--- config.mk ---
export PLATFORM = sky130hd
export DESIGN_NAME = stim_cmd_ctrl
export DESIGN_NICKNAME = d
export VERILOG_FILES = /design/src/rtl/stim_cmd_pkg.sv /design/src/rtl/stim_spi_rx.sv /design/src/rtl/stim_cmd_decode.sv /design/src/rtl/stim_chan_mem.sv /design/src/rtl/stim_cmd_ctrl.sv
export SDC_FILE = /design/constraint.sdc
export NUM_CORES = 1
export LEC_CHECK = 0
export BUFFER_PORTS_ARGS = -buffer_cell sky130_fd_sc_hd__buf_2
export CAP_MARGIN = 10
export CELL_PAD_IN_SITES_DETAIL_PLACEMENT = 0
export CELL_PAD_IN_SITES_GLOBAL_PLACEMENT = 1
export CORE_ASPECT_RATIO = 1.25
export CORE_MARGIN = 2
export CORE_UTILIZATION = 50
export CTS_CLUSTER_SIZE = 30
export DETAILED_ROUTE_END_ITERATION = 8
export PLACE_DENSITY_LB_ADDON = 0.1
export SLEW_MARGIN = 20
export SYNTH_ARGS = -nofsm -noshare
export SYNTH_HDL_FRONTEND = slang
export SYNTH_SLANG_ARGS = --single-unit
--- constraint.sdc ---
create_clock -name clk -period 5.2 [get_ports clk]
set_input_delay 1.04 -clock clk [delete_from_list [all_inputs] [get_ports clk]]
set_output_delay 1.04 -clock clk [all_outputs]
set_load 0.05 [all_outputs]
--- src/rtl/stim_cmd_pkg.sv ---
package stim_cmd_pkg;
    localparam int NCH     = 8;
    localparam int CH_W    = 3;
    localparam int OP_W    = 3;
    localparam int EL_W    = 4;
    localparam int DUTY_W  = 6;
    localparam int TIME_W  = 8;
    localparam int CFG_W   = 2 * EL_W + DUTY_W + 3 * TIME_W + 1;
    localparam int HDR_W   = OP_W + CH_W;
    localparam int FRAME_W = HDR_W + CFG_W;
    localparam int CNT_W   = $clog2(FRAME_W + 1);

    localparam logic [OP_W-1:0] OP_EDIT      = 3'd1;
    localparam logic [OP_W-1:0] OP_START     = 3'd2;
    localparam logic [OP_W-1:0] OP_STOP      = 3'd3;
    localparam logic [OP_W-1:0] OP_START_ALL = 3'd4;
    localparam logic [OP_W-1:0] OP_STOP_ALL  = 3'd5;

    typedef struct packed {
        logic [EL_W-1:0]   anode;
        logic [EL_W-1:0]   cathode;
        logic [DUTY_W-1:0] duty;
        logic [TIME_W-1:0] phase_len;
        logic [TIME_W-1:0] gap_len;
        logic [TIME_W-1:0] pulses;
        logic              first_pol;
    } chan_cfg_t;
endpackage

--- src/rtl/stim_spi_rx.sv ---
module stim_spi_rx
    import stim_cmd_pkg::*;
#(
    parameter int FW = FRAME_W,
    parameter int CW = CNT_W
) (
    input  logic          clk,
    input  logic          rst_n,
    input  logic          sclk,
    input  logic          cs_n,
    input  logic          mosi,
    output logic          frame_vld,
    output logic [FW-1:0] frame_bits,
    output logic [CW-1:0] frame_cnt
);
    typedef struct packed {
        logic [2:0]    sclk_s;
        logic [2:0]    cs_s;
        logic [1:0]    mosi_s;
        logic [FW-1:0] shreg;
        logic [CW-1:0] cnt;
        logic          vld;
    } st_t;

    st_t q, d;
    logic sclk_rise, cs_fall, cs_rise, cs_low;

    always_comb begin
        d         = q;
        d.sclk_s  = {q.sclk_s[1:0], sclk};
        d.cs_s    = {q.cs_s[1:0], cs_n};
        d.mosi_s  = {q.mosi_s[0], mosi};
        d.vld     = 1'b0;
        sclk_rise = q.sclk_s[1] & ~q.sclk_s[2];
        cs_fall   = ~q.cs_s[1] & q.cs_s[2];
        cs_rise   = q.cs_s[1] & ~q.cs_s[2];
        cs_low    = ~q.cs_s[1];
        if (cs_fall) begin
            d.cnt   = '0;
            d.shreg = '0;
        end else if (cs_low && sclk_rise && (q.cnt < CW'(FW))) begin
            d.shreg[CW'(FW - 1) - q.cnt] = q.mosi_s[1];
            d.cnt = q.cnt + 1'b1;
        end
        if (cs_rise) d.vld = 1'b1;
    end

    always_ff @(posedge clk or negedge rst_n) begin
        if (!rst_n) begin
            q        <= '0;
            q.cs_s   <= 3'b111;
        end else begin
            q <= d;
        end
    end

    assign frame_vld  = q.vld;
    assign frame_bits = q.shreg;
    assign frame_cnt  = q.cnt;

    p_cnt_bound_r10: assert property (@(posedge clk) disable iff (!rst_n)
        q.cnt <= CW'(FW));
endmodule

--- src/rtl/stim_cmd_decode.sv ---
module stim_cmd_decode
    import stim_cmd_pkg::*;
#(
    parameter int FW = FRAME_W,
    parameter int CW = CNT_W
) (
    input  logic             clk,
    input  logic             rst_n,
    input  logic             cmd_clk,
    input  logic             frame_vld,
    input  logic [FW-1:0]    frame_bits,
    input  logic [CW-1:0]    frame_cnt,
    output logic             exec,
    output logic [OP_W-1:0]  op,
    output logic [CH_W-1:0]  ch,
    output chan_cfg_t        cfg,
    output logic             err
);
    typedef struct packed {
        logic [2:0]      tick_s;
        logic            pend;
        logic [FW-1:0]   pbits;
        logic [CW-1:0]   pcnt;
        logic            exec;
        logic [OP_W-1:0] op;
        logic [CH_W-1:0] ch;
        chan_cfg_t       cfg;
        logic            err;
    } st_t;

    st_t q, d;
    logic            tick_rise, known, long_enough;
    logic [OP_W-1:0] opc;

    always_comb begin
        d           = q;
        d.tick_s    = {q.tick_s[1:0], cmd_clk};
        d.exec      = 1'b0;
        tick_rise   = q.tick_s[1] & ~q.tick_s[2];
        opc         = q.pbits[FW-1 -: OP_W];
        known       = (opc >= OP_EDIT) && (opc <= OP_STOP_ALL);
        long_enough = (opc == OP_EDIT) ? (q.pcnt >= CW'(FW)) : (q.pcnt >= CW'(HDR_W));
        if (tick_rise && q.pend) begin
            d.pend = 1'b0;
            if (known && long_enough) begin
                d.exec = 1'b1;
                d.op   = opc;
                d.ch   = q.pbits[FW-OP_W-1 -: CH_W];
                d.cfg  = chan_cfg_t'(q.pbits[CFG_W-1:0]);
                d.err  = 1'b0;
            end else begin
                d.err  = 1'b1;
            end
        end
        if (frame_vld) begin
            d.pend  = 1'b1;
            d.pbits = frame_bits;
            d.pcnt  = frame_cnt;
        end
    end

    always_ff @(posedge clk or negedge rst_n) begin
        if (!rst_n) q <= '0;
        else        q <= d;
    end

    assign exec = q.exec;
    assign op   = q.op;
    assign ch   = q.ch;
    assign cfg  = q.cfg;
    assign err  = q.err;

    p_err_at_edge_r8: assert property (@(posedge clk) disable iff (!rst_n)
        !(tick_rise && q.pend) |=> $stable(q.err));
    p_exec_known_r3: assert property (@(posedge clk) disable iff (!rst_n)
        q.exec |-> (q.op >= OP_EDIT && q.op <= OP_STOP_ALL));
endmodule

--- src/rtl/stim_chan_mem.sv ---
module stim_chan_mem
    import stim_cmd_pkg::*;
#(
    parameter int N = NCH
) (
    input  logic               clk,
    input  logic               rst_n,
    input  logic               exec_i,
    input  logic [OP_W-1:0]    op_i,
    input  logic [CH_W-1:0]    ch_i,
    input  chan_cfg_t          cfg_i,
    output logic [N-1:0]       run_o,
    output logic [N*CFG_W-1:0] cfg_o
);
    typedef struct packed {
        chan_cfg_t [N-1:0] cfg;
        logic [N-1:0]      loaded;
        logic [N-1:0]      run;
    } st_t;

    st_t q, d;
    logic [N-1:0] sel;

    always_comb begin
        d        = q;
        sel      = '0;
        sel[ch_i] = 1'b1;
        if (exec_i) begin
            case (op_i)
                OP_EDIT: begin
                    d.cfg[ch_i] = cfg_i;
                    d.loaded    = q.loaded | sel;
                end
                OP_START:     d.run = q.run | sel;
                OP_STOP:      d.run = q.run & ~sel;
                OP_START_ALL: d.run = q.run | q.loaded;
                OP_STOP_ALL:  d.run = '0;
                default:      d.run = q.run;
            endcase
        end
    end

    always_ff @(posedge clk or negedge rst_n) begin
        if (!rst_n) q <= '0;
        else        q <= d;
    end

    assign run_o = q.run;
    for (genvar i = 0; i < N; i++) begin : g_cfg
        assign cfg_o[i*CFG_W +: CFG_W] = q.cfg[i];
    end

    p_run_hold_r7: assert property (@(posedge clk) disable iff (!rst_n)
        !exec_i |=> $stable(q.run));
    p_stop_all_r6: assert property (@(posedge clk) disable iff (!rst_n)
        (exec_i && op_i == OP_STOP_ALL) |=> (q.run == '0));
    p_start_loaded_r5: assert property (@(posedge clk) disable iff (!rst_n)
        (exec_i && op_i == OP_START_ALL) |=>
            ((q.run & ~q.loaded) == $past(q.run & ~q.loaded)));
    p_edit_run_r9: assert property (@(posedge clk) disable iff (!rst_n)
        (exec_i && op_i == OP_EDIT) |=> $stable(q.run));
endmodule

--- src/rtl/stim_cmd_ctrl.sv ---
module stim_cmd_ctrl
    import stim_cmd_pkg::*;
(
    input  logic                 clk,
    input  logic                 rst_n,
    input  logic                 cmd_clk,
    input  logic                 spi_sclk,
    input  logic                 spi_cs_n,
    input  logic                 spi_mosi,
    output logic [NCH-1:0]       run_flags,
    output logic                 cmd_err,
    output logic [NCH*CFG_W-1:0] chan_cfg
);
    logic                 f_vld;
    logic [FRAME_W-1:0]   f_bits;
    logic [CNT_W-1:0]     f_cnt;
    logic                 x_exec;
    logic [OP_W-1:0]      x_op;
    logic [CH_W-1:0]      x_ch;
    chan_cfg_t            x_cfg;

    stim_spi_rx #(.FW(FRAME_W), .CW(CNT_W)) u_rx (
        .clk(clk), .rst_n(rst_n), .sclk(spi_sclk), .cs_n(spi_cs_n), .mosi(spi_mosi),
        .frame_vld(f_vld), .frame_bits(f_bits), .frame_cnt(f_cnt)
    );

    stim_cmd_decode #(.FW(FRAME_W), .CW(CNT_W)) u_dec (
        .clk(clk), .rst_n(rst_n), .cmd_clk(cmd_clk),
        .frame_vld(f_vld), .frame_bits(f_bits), .frame_cnt(f_cnt),
        .exec(x_exec), .op(x_op), .ch(x_ch), .cfg(x_cfg), .err(cmd_err)
    );

    stim_chan_mem #(.N(NCH)) u_mem (
        .clk(clk), .rst_n(rst_n), .exec_i(x_exec), .op_i(x_op), .ch_i(x_ch),
        .cfg_i(x_cfg), .run_o(run_flags), .cfg_o(chan_cfg)
    );
endmodule

==> flow_summary.json, run 1 <==
{
  "die_x_um": 188.2,
  "setup_slack_ns": 2.377,
  "portBuffers": 326,
  "cts_root_buf": "clkbuf_16",
  "grt-ovfl-total": 0,
  "place_ws_ns": 2.358,
  "area_growth_pct": 6.929,
  "switching_share_pct": 21.02,
  "timing.final.crit_share_pct": 54.28,
  "power.internal_w": 0.005928,
  "grt_pass1_vias": 11180,
  "synth-edff-count": 0,
  "maxSlewHeadroom_pct": 37.37,
  "ir_worst_vdd_v": 0.0002472,
  "gp_congestion": 0.7790,
  "drt_iter0_drc": 587,
  "postCtsHoldBufs": 0,
  "reg2reg_to": "u_rx.frame_bits[1]$_DFFE_PN0P_",
  "fillers": 3613,
  "cts_tree": "done",
  "cp.required_ns": 5.60,
  "whs_path_depth": 0,
  "comb_power_share_pct": 2.2,
  "dpl.hpwl_mm": 28.16,
  "synthTopCellsByArea": "dfrtp_1, mux2_2, buf_4, o31ai_1, o211ai_1",
  "grt_pass1_wl_mm": 67.88,
  "coreArea_mm2": 0.04194,
  "synth_ff_type": "dfrtp_1",
  "final_nets": 1542,
  "firstDrtPassIters": 4,
  "antenna_found_initial": 0,
  "async_reset_ff_share_pct": 100.0,
  "totalWireLength_mm": 43.78,
  "start_util_pct": 50.59,
  "die_area_mm2": 0.04411,
  "synth_commonest_cells": "dfrtp_1, mux2_2, buf_4, o31ai_1, o211ai_1",
  "cts_setup_buffers": 0,
  "io_pins": 327,
  "ant_nets": 0,
  "synth_area_mm2": 0.02122,
  "seqCellArea_mm2": 0.01227,
  "r2r_cells": 7,
  "status": "completed",
  "drive_gt1_share_pct": 54.74,
  "numCtsBuffers": 48,
  "avgRoutedWirePerCell_um": 20.55,
  "path_max_fanout": 15,
  "synthDistinctLibCells": 48,
  "avgSynthCellArea_um2": 13.84,
  "synth_largest_area_cell": "dfrtp_1",
  "hold_end": "u_rx.d[59]$_DFF_PN0_",
  "cp.arrival_ns": 3.22,
  "postLayoutCellArea_mm2": 0.02269,
  "antenna_cells": 0,
  "end_kind": "flip-flop",
  "via_per_inst": 5.234,
  "multi_input_comb_area_mm2": 0.006269,
  "worst_pin_slew_ns": 0.9395,
  "track_usage_pct": 19.81,
  "setup_viol_count_final": 0,
  "pwr-share-clk_pct": 46.6,
  "fin_skew_ns": 0.01815,
  "drv_cap": 0,
  "fp.dieH_um": 234.3,
  "num_vias": 11150,
  "yosysWarningCount": 0,
  "p_leak_nw": 12.22,
  "period_needed_ns": 2.823,
  "rsz0062_at_grt": "no",
  "worstHoldStart": "u_rx.d[58]$_DFF_PN0_",
  "clock_sinks": 490,
  "critPathKind": "reg2reg",
  "place_area_mm2": 0.02107,
  "hold_viol": 0,
  "synth.most_common_cell": "dfrtp_1",
  "clk_pin_slew_ns": 0.06,
  "ys_ff_latch": 490,
  "power_density_mw_per_mm2": 330.9,
  "cts-htree-levels": 2,
  "clock_path_buffers": 3,
  "start_kind": "flip-flop",
  "synthCells": 1533,
  "p_seq_share_pct": 51.3,
  "cts_resized": 0,
  "synth_top_area_share_pct": 57.44,
  "route.detailed.drc": 0,
  "rrSetupSlack_ns": 2.38,
  "totalNegativeSetupSlack_ns": 0,
  "max_freq_mhz": 354.3,
  "syn_nets": 1541,
  "reg2reg_from": "u_rx.frame_cnt[0]$_DFFE_PN0P_",
  "slew_viol_final": 0,
  "grt_max_degree": 141,
  "p_switching_w": 0.001578,
  "rows": 84,
  "ys_seq_area_share_pct": 57.81,
  "hold_class": "reg2reg",
  "clk_latency_ns": 0.56
}
[cell usage in the layout (no fill, tap or decap), types with 14 or more instances in the layout]
cell	count
mux2_2	408
dfrtp_1	486
clkbuf_16	49
o21ai_0	18
o211ai_1	44
o31ai_1	45
nor2_1	20
clkbuf_8	20
buf_2	325
buf_4	14
[layout make-up]
class	instances	area share (%)
multi-input combinational	646	27.63
timing repair buffer	344	8.052
clock inverter	8	0.3144
sequential	490	54.07
clock buffer	79	6.784
inverter	4	0.06618
tap	559	3.083
[worst max-delay path, stage by stage (launching register included)]
cell and delay, ns:
dfrtp_1 0.58, inv_1 0.13, ha_1 0.31, and4b_4 0.26, nor4_4 0.63, nand3_2 0.39
o211ai_1 0.28, o31ai_1 0.10
[power groups by stage]
stage	clock, W	combinational [W]	sequential (W)
finish	0.00349	0.000163	0.00385
global route	0.00375	0.000189	0.00385
CTS	0.00360	0.000170	0.00385
detailed placement	0	0.000170	0.00392
global placement	0	0.000168	0.00392
floorplan	0	0.0000764	0.00391
[state kept, by name (all words and copies together), names as in the netlist, 2 cells and up]
name	cells
u_mem.cfg_o	312
u_dec.q	50
u_rx.frame_bits	45
u_dec.cfg	39
u_mem.q	8
u_mem.run_o	8
u_rx.frame_cnt	6
u_rx.d	5
u_dec.ch	3
u_dec.op	3
u_dec.opc	3
u_rx.q	3
u_dec.d	2
[cell families after synthesis]
logic type | Yosys count | share of synthesized area [%]
AO/OA/AOI/OAI | 130 | 4.370
XOR/XNOR | 8 | 0.3303
adder cells (fa/ha/maj) | 2 | 0.1179
buffers and inverters | 397 | 12.93
flip-flops | 490 | 57.81
multiplexers | 413 | 21.89
AND/OR/NAND/NOR | 93 | 2.548
[how the worst max path moves through the flow]
stage               slack [ns]                          start                              end  cells past startpoint
detailed placement        2.36  u_rx.frame_cnt[0]$_DFFE_PN0P_   u_rx.frame_bits[1]$_DFFE_PN0P_                      7
global route              2.14  u_rx.frame_cnt[0]$_DFFE_PN0P_   u_rx.frame_bits[1]$_DFFE_PN0P_                      7
global placement          2.45  u_rx.frame_cnt[0]$_DFFE_PN0P_   u_rx.frame_bits[1]$_DFFE_PN0P_                      7
CTS                       2.37  u_rx.frame_cnt[0]$_DFFE_PN0P_   u_rx.frame_bits[1]$_DFFE_PN0P_                      7
finish                    2.38  u_rx.frame_cnt[0]$_DFFE_PN0P_   u_rx.frame_bits[1]$_DFFE_PN0P_                      7
floorplan                 2.62  u_rx.frame_cnt[0]$_DFFE_PN0P_  u_rx.frame_bits[34]$_DFFE_PN0P_                     10
[metrics by stage]
step           util [%]  hold WS (ns)  total power (W)  cells
2_1_floorplan         -        0.3312         0.003983   1533
3_3_place_gp      50.25        0.3341         0.004086   2043
3_5_place_dp      50.25        0.3370         0.004088   2043
4_1_cts           54.09        0.3522         0.007617   2130
5_1_grt           54.10        0.3555         0.007791   2130
6_report          54.10        0.3495         0.007506   2130
[per-layer routing]
layer	vias up	share of wire, %	track usage [%]
met1	5820	43	25.92
met4	0	1.8	5.586
met2	229	51	34.26
met3	52	4.0	3.233
li1	5047	-	-
met5	-	0	0
No activity file was read; power rests on OpenSTA's default activity.
==> inputs of run 2 (changes only) <==
- CORE_UTILIZATION: 50 -> 47
- clock period: 5.2 -> 2.8 ns (I/O delays scaled with it)
==> flow_summary.json, run 2 (synthesized netlist as in run 1, its figures left out) <==
{
  "postLayoutCellArea_mm2": 0.02297,
  "status": "completed",
  "fin_skew_ns": 0.01705,
  "drv_cap": 0,
  "portBuffers": 326,
  "area_growth_pct": 8.268,
  "via_per_inst": 5.160,
  "critPathKind": "reg2reg",
  "power_density_mw_per_mm2": 618.9,
  "largest_reg_flops": 312,
  "stdcell_count": 2165,
  "num_vias": 11170,
  "clock_sinks": 490,
  "layout_common_cells": "dfrtp_1, mux2_2, buf_2, clkbuf_16, o31ai_1",
  "maxSlewHeadroom_pct": 41.10,
  "switching_share_pct": 21.25,
  "grt-ovfl-total": 0,
  "hold_viol": 0,
  "cp.required_ns": 3.22,
  "numCtsBuffers": 49,
  "totalWireLength_mm": 45.08,
  "start_kind": "flip-flop",
  "gp_congestion": 0.7498,
  "crit_path_start": "u_rx.frame_cnt[1]$_DFFE_PN0P_",
  "io_pins": 327,
  "cp.arrival_ns": 2.94,
  "power.internal_w": 0.01120,
  "fp.dieH_um": 241.5,
  "worstHoldStart": "cmd_clk",
  "final_nets": 1558,
  "p_switching_w": 0.003021,
  "rows": 87,
  "clk_pin_slew_ns": 0.07,
  "grt_max_degree": 77,
  "cts_resized": 0,
  "cts_tree": "done",
  "p_leak_nw": 12.34,
  "clk_latency_ns": 0.58,
  "max_freq_mhz": 395.8,
  "rsz0062_at_grt": "no",
  "period_needed_ns": 2.527,
  "clock_path_buffers": 3,
  "dp_cells": 2076,
  "fin_total_pwr_w": 0.01422,
  "route.detailed.drc": 0,
  "avgRoutedWirePerCell_um": 20.82,
  "setup_viol_count_final": 0,
  "totalNegativeSetupSlack_ns": 0,
  "comb_power_share_pct": 2.3,
  "ir_worst_vdd_v": 0.0004541,
  "timing.final.crit_share_pct": 90.24,
  "firstDrtPassIters": 4,
  "reg2reg_from": "u_rx.frame_cnt[1]$_DFFE_PN0P_",
  "cts-htree-levels": 2,
  "cts_root_buf": "clkbuf_16",
  "track_usage_pct": 19.46,
  "end_kind": "flip-flop",
  "cts_setup_buffers": 0,
  "place_area_mm2": 0.02131,
  "die_x_um": 194.0,
  "p_seq_share_pct": 50.2,
  "drive_gt1_share_pct": 55.26,
  "start_util_pct": 47.31,
  "pwr-share-clk_pct": 47.4,
  "path_max_fanout": 10,
  "grt_pass1_wl_mm": 71.24,
  "worst_pin_slew_ns": 0.8803,
  "coreArea_mm2": 0.04485,
  "drt_iter0_drc": 431,
  "final_common_cell": "dfrtp_1",
  "ant_nets": 0,
  "die_area_mm2": 0.04687,
  "grt_pass1_vias": 11510,
  "hold_class": "in2reg",
  "slew_viol_final": 0,
  "antenna_found_initial": 0,
  "dpl.hpwl_mm": 29.50,
  "antenna_cells": 0
}
## run 2: what timing repair did
item / 4_1_cts / 5_1_grt
hold buffers: 1 / 0
hold endpoints to repair: 36 / 0
setup endpoints to repair: 0 / 0
## run 2: worst max-delay path: stages, from the launching register on
cell	delay (ns)
dfrtp_1	0.51
inv_1	0.08
ha_1	0.27
or4b_1	0.58
o32ai_1	0.15
a22oi_1	0.24
buf_4	0.26
o211ai_1	0.17
o31ai_1	0.10
## run 2: worst paths after layout
kind / end / slack [ns] / cells past startpoint
worst min register to register: u_dec.d[101]$_DFF_PN0_ / 0.35 / 0
min in group asynchronous: u_mem.cfg_o[117]$_DFFE_PN0P_ / 0.49 / 2
max in group asynchronous: u_mem.cfg_o[157]$_DFFE_PN0P_ / 1.40 / 3
worst min-delay path: u_dec.d[100]$_DFF_PN0_ / 0.09 / 1
worst max-delay path: u_rx.frame_bits[36]$_DFFE_PN0P_ / 0.27 / 8
worst max register to register: u_rx.frame_bits[36]$_DFFE_PN0P_ / 0.27 / 8
## run 2: layout make-up
| class | instances | area, µm² |
|---|---|---|
| Clock buffer | 65 | 1376 |
| Multi-Input combinational cell | 646 | 6265 |
| Clock inverter | 23 | 270.3 |
| Fill cell | 3956 | 21880 |
| Inverter | 4 | 15.01 |
| Tap cell | 578 | 723.2 |
| Timing Repair Buffer | 359 | 2054 |
| Sequential cell | 490 | 12270 |
## run 2: stage by stage
stage | setup slack (ns) | hold WS, ns | util, %
2_1_floorplan | 0.2199 | 0.2644 | -
3_3_place_gp | 0.3453 | 0.3322 | 47.53
3_5_place_dp | 0.3073 | 0.3347 | 47.53
4_1_cts | 0.2670 | 0.04339 | 51.22
5_1_grt | 0.04731 | 0.06116 | 51.22
6_report | 0.2733 | 0.08908 | 51.22
## run 2: per-layer routing
metal	vias to the layer above	global-route usage, %	part of all wire, %
met5	-	0	0
met4	0	4.880	1.9
met3	60	3.640	4.3
met2	221	33.53	51
met1	5806	25.39	43
li1	5085	-	-
## run 2: power groups by stage
stage	combinational [W]	clock, W	sequential, W
6_report	0.000329	0.00674	0.00714
5_1_grt	0.000380	0.00724	0.00714
4_1_cts	0.000344	0.00694	0.00714
3_5_place_dp	0.000344	0	0.00727
3_3_place_gp	0.000338	0	0.00727
2_1_floorplan	0.000142	0	0.00725
